$ cat src/rtl/wdk_pkg.sv
package wdk_pkg;

  localparam logic [7:0] KEY_FIRST  = 8'hA5;
  localparam logic [7:0] KEY_SECOND = 8'h5A;

  typedef enum logic [1:0] {
    ADR_CTRL = 2'd0,
    ADR_KEY1 = 2'd1,
    ADR_KEY2 = 2'd2,
    ADR_STAT = 2'd3
  } wdk_addr_e;

  typedef struct packed {
    logic [2:0] pre;
    logic       lv_en;
    logic       osc_en;
    logic       run;
    logic [1:0] rsvd;
  } wdk_ctrl_t;

  localparam wdk_ctrl_t CTRL_DEFAULT = '{pre: 3'd0, lv_en: 1'b1, osc_en: 1'b0,
                                         run: 1'b1, rsvd: 2'b00};

  // flag indices inside the cause vector
  localparam int FLG_POF = 0;
  localparam int FLG_LVF = 1;
  localparam int FLG_OSF = 2;
  localparam int FLG_TOF = 3;
  localparam int N_FLAGS = 4;

  function automatic logic is_write(input logic en, input logic [1:0] addr,
                                    input logic [7:0] data, input wdk_addr_e want_a,
                                    input logic [7:0] want_d);
    return en && (addr == want_a) && (data == want_d);
  endfunction

  function automatic wdk_ctrl_t ctrl_from_byte(input logic [7:0] d);
    wdk_ctrl_t c;
    c = wdk_ctrl_t'(d);
    c.rsvd = 2'b00;
    return c;
  endfunction

endpackage

$ cat src/rtl/wdk_key_seq.sv
module wdk_key_seq
  import wdk_pkg::*;
(
  input  logic       clk,
  input  logic       rst_n,
  input  logic       clr,
  input  logic       wr_en,
  input  logic [1:0] wr_addr,
  input  logic [7:0] wr_data,
  output logic       armed_q,
  output logic       feed_ok
);

  logic first_hit;
  logic second_hit;

  assign first_hit  = is_write(wr_en, wr_addr, wr_data, ADR_KEY1, KEY_FIRST);
  assign second_hit = is_write(wr_en, wr_addr, wr_data, ADR_KEY2, KEY_SECOND);

  // the second byte only counts when the write right before it was the first byte
  assign feed_ok = armed_q && second_hit && !clr;

  always_ff @(posedge clk or negedge rst_n) begin
    if (!rst_n) begin
      armed_q <= 1'b0;
    end else if (clr) begin
      armed_q <= 1'b0;
    end else if (wr_en) begin
      armed_q <= first_hit;
    end
  end

endmodule

$ cat src/rtl/wdk_timer.sv
module wdk_timer #(
  parameter int BASE_LOG2 = 14,
  parameter int PRE_W     = 3,
  localparam int CNT_W    = BASE_LOG2 + (1 << PRE_W) - 1
) (
  input  logic             clk,
  input  logic             rst_n,
  input  logic             clr,
  input  logic             run,
  input  logic [PRE_W-1:0] pre,
  input  logic             reload,
  output logic [CNT_W-1:0] cnt_q,
  output logic             expire
);

  // last count value before timeout: 2^(BASE_LOG2+pre) - 1
  function automatic logic [CNT_W-1:0] last_count(input logic [PRE_W-1:0] p);
    logic [CNT_W-1:0] one;
    one = {{(CNT_W-1){1'b0}}, 1'b1};
    return (one << (BASE_LOG2 + int'(p))) - one;
  endfunction

  logic [CNT_W-1:0] last_val;

  assign last_val = last_count(pre);
  assign expire   = run && !clr && !reload && (cnt_q == last_val);

  always_ff @(posedge clk or negedge rst_n) begin
    if (!rst_n) begin
      cnt_q <= '0;
    end else if (clr || reload || expire) begin
      cnt_q <= '0;
    end else if (run) begin
      cnt_q <= cnt_q + 1'b1;
    end
  end

endmodule

$ cat src/rtl/wdk_rst_pulse.sv
module wdk_rst_pulse #(
  parameter int RST_LEN = 24,
  localparam int LEN_W  = $clog2(RST_LEN + 1)
) (
  input  logic clk,
  input  logic rst_n,
  input  logic trigger,
  output logic rst_o
);

  localparam logic [LEN_W-1:0] LEN_V = LEN_W'(RST_LEN);

  logic [LEN_W-1:0] left_q;

  assign rst_o = (left_q != '0);

  always_ff @(posedge clk or negedge rst_n) begin
    if (!rst_n) begin
      left_q <= LEN_V;
    end else if (trigger) begin
      left_q <= LEN_V;
    end else if (left_q != '0) begin
      left_q <= left_q - 1'b1;
    end
  end

endmodule

$ cat src/rtl/wdk_causes.sv
module wdk_causes
  import wdk_pkg::*;
(
  input  logic               clk,
  input  logic               rst_n,
  input  logic [N_FLAGS-1:0] hw_set,
  input  logic               sw_wr,
  input  logic [N_FLAGS-1:0] sw_val,
  output logic [N_FLAGS-1:0] flags_q
);

  for (genvar gi = 0; gi < N_FLAGS; gi++) begin : g_flag
    always_ff @(posedge clk or negedge rst_n) begin
      if (!rst_n) begin
        flags_q[gi] <= 1'b0;
      end else begin
        flags_q[gi] <= hw_set[gi] | (sw_wr ? sw_val[gi] : flags_q[gi]);
      end
    end
  end

endmodule

$ cat src/rtl/wdk_top.sv
module wdk_top
  import wdk_pkg::*;
#(
  parameter int BASE_LOG2 = 14,
  parameter int RST_LEN   = 24
) (
  input  logic       clk,
  input  logic       rst_n,
  input  logic       wr_en,
  input  logic [1:0] wr_addr,
  input  logic [7:0] wr_data,
  input  logic       por_pulse,
  input  logic       lv_low,
  input  logic       osc_bad,
  output logic [7:0] ctrl_q,
  output logic [7:0] status_q,
  output logic       chip_rst_o
);

  localparam int PRE_W = 3;
  localparam int CNT_W = BASE_LOG2 + (1 << PRE_W) - 1;

  wdk_ctrl_t ctrl_act_q;
  wdk_ctrl_t ctrl_pend_q;

  logic               warm;
  logic               feed_ok;
  logic               key_armed;
  logic               tmr_expire;
  logic [CNT_W-1:0]   tmr_cnt;
  logic               ctrl_wr;
  logic               stat_wr;
  logic               sw_rst;
  logic               lv_trip;
  logic               osc_trip;
  logic               rst_trigger;
  logic [N_FLAGS-1:0] hw_set;
  logic [N_FLAGS-1:0] flags;

  assign warm     = chip_rst_o;
  assign ctrl_wr  = wr_en && (wr_addr == ADR_CTRL) && !warm;
  assign stat_wr  = wr_en && (wr_addr == ADR_STAT);
  assign sw_rst   = stat_wr && wr_data[7];
  assign lv_trip  = lv_low && ctrl_act_q.lv_en;
  assign osc_trip = osc_bad && ctrl_act_q.osc_en;

  assign rst_trigger = tmr_expire | por_pulse | lv_trip | osc_trip | sw_rst;

  always_comb begin
    hw_set          = '0;
    hw_set[FLG_POF] = por_pulse;
    hw_set[FLG_LVF] = lv_low;
    hw_set[FLG_OSF] = osc_bad;
    hw_set[FLG_TOF] = tmr_expire;
  end

  wdk_key_seq u_key (
    .clk     (clk),
    .rst_n   (rst_n),
    .clr     (warm),
    .wr_en   (wr_en),
    .wr_addr (wr_addr),
    .wr_data (wr_data),
    .armed_q (key_armed),
    .feed_ok (feed_ok)
  );

  wdk_timer #(.BASE_LOG2(BASE_LOG2), .PRE_W(PRE_W)) u_tmr (
    .clk    (clk),
    .rst_n  (rst_n),
    .clr    (warm),
    .run    (ctrl_act_q.run),
    .pre    (ctrl_act_q.pre),
    .reload (feed_ok),
    .cnt_q  (tmr_cnt),
    .expire (tmr_expire)
  );

  wdk_rst_pulse #(.RST_LEN(RST_LEN)) u_rst (
    .clk     (clk),
    .rst_n   (rst_n),
    .trigger (rst_trigger),
    .rst_o   (chip_rst_o)
  );

  wdk_causes u_cause (
    .clk     (clk),
    .rst_n   (rst_n),
    .hw_set  (hw_set),
    .sw_wr   (stat_wr),
    .sw_val  (wr_data[N_FLAGS-1:0]),
    .flags_q (flags)
  );

  // control: writes land in the pending copy, a valid key commits it
  always_ff @(posedge clk or negedge rst_n) begin
    if (!rst_n) begin
      ctrl_act_q  <= CTRL_DEFAULT;
      ctrl_pend_q <= CTRL_DEFAULT;
    end else if (warm) begin
      ctrl_act_q  <= CTRL_DEFAULT;
      ctrl_pend_q <= CTRL_DEFAULT;
    end else begin
      if (ctrl_wr) begin
        ctrl_pend_q <= ctrl_from_byte(wr_data);
      end
      if (feed_ok) begin
        ctrl_act_q <= ctrl_pend_q;
      end
    end
  end

  assign ctrl_q   = ctrl_act_q;
  assign status_q = {{(8-N_FLAGS){1'b0}}, flags};

endmodule

$ cat config.mk
export PLATFORM = sky130hd
export DESIGN_NAME = wdk_top
export DESIGN_NICKNAME = d
export VERILOG_FILES = /design/src/rtl/wdk_pkg.sv /design/src/rtl/wdk_key_seq.sv /design/src/rtl/wdk_timer.sv /design/src/rtl/wdk_rst_pulse.sv /design/src/rtl/wdk_causes.sv /design/src/rtl/wdk_top.sv
export SDC_FILE = /design/constraint.sdc
export NUM_CORES = 1
export LEC_CHECK = 0
export ABC_AREA = 1
export BUFFER_PORTS_ARGS = -buffer_cell sky130_fd_sc_hd__buf_2
export CAP_MARGIN = 30
export CELL_PAD_IN_SITES_DETAIL_PLACEMENT = 2
export CELL_PAD_IN_SITES_GLOBAL_PLACEMENT = 2
export CORE_MARGIN = 2
export CORE_UTILIZATION = 33
export CTS_BUF_LIST = sky130_fd_sc_hd__clkbuf_16
export DETAILED_ROUTE_END_ITERATION = 8
export GPL_TIMING_DRIVEN = 0
export PLACE_DENSITY_LB_ADDON = 0.3
export RECOVER_POWER = 25
export SETUP_SLACK_MARGIN = 0.02
export SYNTH_ARGS = -nofsm -noshare
export SYNTH_HDL_FRONTEND = slang
export SYNTH_SLANG_ARGS = --single-unit
export TNS_END_PERCENT = 30
$ cat constraint.sdc
create_clock -name clk -period 2.8 [get_ports clk]
set_clock_uncertainty 0.15 [all_clocks]
set_input_delay 0.42 -clock clk [delete_from_list [all_inputs] [get_ports clk]]
set_output_delay 0.42 -clock clk [all_outputs]
set_load 0.1 [all_outputs]
==> results of run 1 <==
-- registers in the layout, summed over array words and instances, names as in the netlist --
register         cells
ctrl_q               6
u_key.armed_q        1
u_tmr.cnt_q         21
u_rst.left_q         5
u_cause.flags_q      4
ctrl_pend_q          6
-- critical path, cell delays in order, from the launching register on --
cell and delay, ps:
dfrtp_2 460, inv_2 120, ha_1 460, nand2_4 130, clkinv_2 90, nand2_1 50
nand2_1 50, nand2_1 40, nor2_1 100, nand3_1 110, nor2_1 140, nand2_2 100
nand2_2 120, buf_6 170, nor3_1 60
-- per-layer routing --
metal | share of wire | up-vias | routed length (um)
met5 | 0 | - | 0
met4 | 0.0084 | 0 | 75
met3 | 0.020 | 6 | 181
met2 | 0.54 | 30 | 4772
met1 | 0.43 | 1306 | 3870
li1 | - | 1301 | -
-- final timing paths --
kind / from / to / slack [ps] / cells past startpoint
setup / recovery: ctrl_q[6] / u_tmr.cnt_q[13] / 310 / 14
hold / removal: lv_low / u_cause.flags_q[1] / 190 / 3
setup reg to reg: ctrl_q[6] / u_tmr.cnt_q[13] / 310 / 14
hold reg to reg: u_cause.flags_q[2] / u_cause.flags_q[2] / 330 / 2
max in group asynchronous: rst_n / ctrl_q[6] / 690 / 3
min in group asynchronous: rst_n / u_tmr.cnt_q[15] / 460 / 2
-- final cells by class --
type | count | area share
clock buffers | 5 | 0.03902
multi-input cells | 286 | 0.4339
clock inverters | 3 | 0.01327
flip-flops and latches | 43 | 0.3383
well taps | 105 | 0.04097
plain buffers | 14 | 0.03199
repair buffers | 28 | 0.04487
inverters | 49 | 0.05774
-- power groups by stage --
stage          Combinational, mW  Sequential, mW  Clock [mW]
2_1_floorplan             0.0751           0.682           0
3_3_place_gp               0.149           0.649           0
3_5_place_dp               0.155           0.650           0
4_1_cts                    0.157           0.639       0.700
5_1_grt                    0.164           0.640       0.718
6_report                   0.152           0.639       0.686
-- synth_stat cells, drive strengths merged --
cell type,number,area [um^2]
a211oi,1,7.510
o21ai,17,85.08
or2,1,6.260
nor4,2,12.51
buf,12,95.08
a22o,1,8.760
clkinv,1,5.000
dfstp,6,157.7
o211ai,2,15.01
clkbuf,2,7.510
inv,48,180.2
xor2,8,70.07
nand4,4,25.02
xnor2,2,17.52
nand2,107,416.7
conb,1,3.750
nand3b,1,7.510
mux2i,1,10.01
a21oi,16,80.08
nor2,53,224.0
nor3,20,105.1
nor3b,2,15.01
nand3,35,175.2
dfrtp,37,925.9
ha,7,87.58
-- layout by cell type (no fill, tap or decap), types with 2 or more instances in the layout --
master and n:
conb_1 6, o21ai_1 4, xor2_1 8, nand4_1 4
nor4_1 2, nor3_1 19, inv_2 2, nor2_4 2
dfrtp_1 36, buf_6 2, nand2_1 103, inv_1 46
clkbuf_16 5, nand2_2 3, buf_4 9, nand3_1 35
buf_2 26, a21oi_1 16, dfstp_2 6, o21ai_0 13
nor3b_1 2, o211ai_1 2, ha_1 7, nor2_1 47
clkbuf_1 3, xnor2_1 2, nor2_2 4
-- metrics by stage --
step | total power, mW | instance area (um^2) | std cells
final | 1.476 | 3207 | 533
after floorplan | 0.7568 | 2764 | 392
after global routing | 1.522 | 3207 | 533
after global placement | 0.7982 | 3025 | 523
after detailed placement | 0.8055 | 3045 | 524
after CTS | 1.496 | 3223 | 533
-- logic make-up after synthesis --
family | Yosys count
AOI/OAI and AO/OA | 37
DFF | 43
muxes | 1
xor gates and xnor gates | 10
adders and majority gates | 7
other | 1
buffers and inverters | 63
and+or+nand+nor | 225
==> flow_summary.yaml, run 1 <==
yosys:
  ys_seq_elements: 43
  synth_warnings: 0
  synth_top_family_by_area: "simple AND/OR/NAND/NOR gates"
  yosysUniqueCellTypes: 34
  muxShareOfSynthArea: 0.003648
  synthAdderAreaFrac: 0.03192
  synthSimpleGateAreaFrac: 0.3598
  synth_compound_area_frac: 0.07159
  syn_inst: 387
  ys_seq_area_frac: 0.3949
  syn-cell-area_um2: 2744
  synthXorXnorAreaFrac: 0.03192
  avgSynthCellArea_um2: 7.090
die:
  pin_count: 33
  fp.dieW_um: 95.19
  fp.dieH_um: 95.19
  start_util: 0.3373
  rows: 33
  core_um2: 8134
  dieArea_um2: 9060
power:
  p_comb_frac: 0.103
  p_seq_frac: 0.433
  switching_share: 0.2634
  p_leak_nw: 1.489
  p_switching_mw: 0.3889
  internal_power_mw: 1.087
  power_density_nw_per_um2: 460.3
  ir_drop_mv: 0.2070
  pwr-share-clk: 0.465
worst_setup_path:
  cp_max_fo: 10
  cp-end-kind: "flip-flop"
  startpoint_type: "flip-flop"
  arrival_ps: 2510
  cp.required_ps: 2820
  path_class: "flip-flop to flip-flop"
clock_network:
  cts_buffer_depth: 2
  htree_levels: 2
  clock_latency_ps: 290
  cts_made_buffers: 5
  cts_setup_buffers: 0
  cts_tree: "done"
  holdBufCountCts: 1
  clk_pin_slew_worst_paths_ps: 70
  cts_sinks: 43
  root_buffer: "clkbuf_16"
  cts-resized-gates: 0
min_path:
  hold_path_class: "primary input to flip-flop"
placement:
  pre_cts_slack_ps: 303.4
  dpl.hpwl_um: 6904
  gp_congestion: 0.8294
  portBuffers: 26
routing:
  drtIter0Drc: 50
  dr.pass1.iters: 4
  finalWirelength_um: 8900
  ant_nets: 0
  drc_errors: 0
  viasPerCell: 4.959
  post_drt_wl_per_cell_um: 16.70
  dr_total_vias: 2643
sta:
  maxSlewViolCount: 0
  grt_setup_unrepaired: "no"
  fin_setup_tns_ps: 0
  whs_ps: 187.0
  slew_headroom: 0.3708
  setup_viol: 0
  worstMarginPinSlew_ps: 943.8
  finalHoldViolCount: 0
  min_period_ps: 2488
  worst_slack_ps: 311.9
  finalCritPeriodShare: 0.8886
  max_freq_ghz: 0.4019
grt:
  grt_pass1_vias: 2897
  grt.met2_usage: 0.4079
  grt_pass1_wl_um: 15110
  met3_usage: 0.02925
  grt_max_degree: 36
  overflow: 0
  gr-max-usage-layer: "met2"
  antenna_found_initial: 0
  grt_use_met1: 0.2642
  grt_usage: 0.2175
status:
  status: "finished clean"
run:
  cap_violations: 0
cells_and_area:
  multi_input_area_um2: 1391
  utilization: 0.3942
  finalNetCount: 450
  final-seq-area_um2: 1085
  drive_above_1_share: 0.1565
  fillers: 982
  diodes: 0
  areaGrowthSynthToFinish_pct: 16.87
(Power assumes the default switching activity.)
==> run 2: changes to the inputs <==
- PLACE_DENSITY_LB_ADDON: 0.3 -> 0.1
==> flow_summary.yaml, run 2 (same netlist as run 1, synthesis figures left out) <==
power:
  p_switching_mw: 0.3721
  ir_drop_mv: 0.2370
  switching_share: 0.2731
  p_total_mw: 1.363
  pwr-share-clk: 0.420
  power_density_nw_per_um2: 428.3
  p_seq_frac: 0.469
  p_leak_nw: 1.471
  p_comb_frac: 0.112
  internal_power_mw: 0.9906
worst_setup_path:
  cp-end-kind: "flip-flop"
  cpPeakStageDelay_ps: 480
  path_cells: "inv_1, ha_2, nand2_4, clkinv_2, nand2_1, nand2_1, nand2_1, nor2_1, nand3_1, nor2_1, nand2_2, nand2_2, buf_6, nor3_1"
  startpoint_type: "flip-flop"
  slowest_stage: "dfrtp_1"
  cp.required_ps: 2820
  cpMostUsedCell: "nand2_1"
  cp_max_fo: 10
  arrival_ps: 2540
  path_class: "flip-flop to flip-flop"
run:
  cap_violations: 0
cells_and_area:
  design_area_um2: 3182
  layout_commonest_cell: "nand2_1"
  areaGrowthSynthToFinish_pct: 15.96
  multi_input_area_um2: 1394
  utilization: 0.3912
  final-seq-area_um2: 1085
  fillers: 1001
  diodes: 0
  finalNetCount: 450
  largest_register_ffs: 21
  final_cell_mix: "nand2_1, nor2_1, inv_1"
  top_register: "u_tmr.cnt_q"
  drive_above_1_share: 0.1565
sta:
  fin_setup_tns_ps: 0
  maxSlewViolCount: 0
  max_freq_ghz: 0.3964
  grt_setup_unrepaired: "no"
  finalHoldViolCount: 0
  setup_viol: 0
  worstMarginPinSlew_ps: 891.8
  slew_headroom: 0.4055
  min_period_ps: 2523
  finalCritPeriodShare: 0.9010
grt:
  grt_pass1_vias: 2805
  grt_usage: 0.2100
  grt_pass1_wl_um: 14590
  grt_max_degree: 35
  overflow: 0
  antenna_found_initial: 0
clock_network:
  cts_buffer_depth: 2
  clock_latency_ps: 280
  clk_pin_slew_worst_paths_ps: 60
  cts_made_buffers: 5
  root_buffer: "clkbuf_16"
  cts_tree: "done"
  cts_setup_buffers: 0
  htree_levels: 2
  cts_sinks: 43
routing:
  drtIter0Drc: 76
  drc_errors: 0
  dr.pass1.iters: 4
  ant_nets: 0
  post_drt_wl_per_cell_um: 16.49
  viasPerCell: 4.908
  finalWirelength_um: 8789
  dr_total_vias: 2616
die:
  pin_count: 33
  fp.dieW_um: 95.19
  rows: 33
  dieArea_um2: 9060
  core_um2: 8134
  start_util: 0.3373
  fp.dieH_um: 95.19
placement:
  dpl.hpwl_um: 6870
  postPlaceCellArea_um2: 3045
  portBuffers: 26
  gp_congestion: 0.8472
min_path:
  hold_path_class: "primary input to flip-flop"
status:
  status: "finished clean"
==> run 2: cell count changes in the layout (fill, tap and decap cells not counted) <==
cell,delta
ha_1,-1
bufinv_16,-1
inv_6,-1
clkinv_1,+1
clkinvlp_4,+1
ha_2,+1
==> run 2: path summary, 6_finish.rpt <==
kind / from / slack (ps) / cells after the start / endpoint
max reg2reg: ctrl_q[7] / 280 / 14 / u_tmr.cnt_q[13]
min in group asynchronous: rst_n / 490 / 2 / u_tmr.cnt_q[3]
max: ctrl_q[7] / 280 / 14 / u_tmr.cnt_q[13]
min reg2reg: u_cause.flags_q[1] / 330 / 2 / u_cause.flags_q[1]
max in group asynchronous: rst_n / 680 / 3 / ctrl_q[6]
min: osc_bad / 210 / 3 / u_cause.flags_q[2]
==> run 2: repair_timing <==
action                                  in CTS  in global routing
endpoints found under the hold margin        9                  0
endpoints found under the setup margin       0                 10
resized for setup                            0                  1
hold buffers                                 1                  0
==> run 2: final cells by class <==
class / count / area share
timing repair buffer: 28 / 0.04522
clock buffer: 5 / 0.03932
sequential: 43 / 0.3409
clock inverter: 3 / 0.004719
multi-input combinational: 286 / 0.4381
tap: 105 / 0.04129
buffer: 14 / 0.03225
inverter: 49 / 0.05820
==> run 2: power groups by stage <==
stage	logic (mW)	registers (mW)	clock network, mW
floorplan	0.0751	0.682	0
global placement	0.149	0.649	0
detailed placement	0.156	0.650	0
CTS	0.158	0.638	0.593
global route	0.165	0.639	0.614
finish	0.152	0.639	0.572
==> run 2: metrics by stage <==
step	cells	worst slack (ps)	hold slack, ps
6_report	533	277.2	205.2
5_1_grt	533	28.05	213.9
4_1_cts	533	170.3	201.5
3_5_place_dp	524	179.6	165.9
3_3_place_gp	523	244.8	312.7
2_1_floorplan	392	36.68	-25.59
==> run 2: worst max-delay path: cells and delay by family, from the launching register on <==
family	cells	cell delay [ps]
flops	1	480
simple gates	10	850
fa+ha+maj	1	470
buf+inv	3	450
==> run 2: per-layer routing <==
metal,up-vias,wire [um],global-route usage
met2,22,4395,0.3662
li1,1297,-,-
met3,4,137,0.02609
met4,0,49,0.03623
met5,-,0,0
met1,1293,4206,0.2820
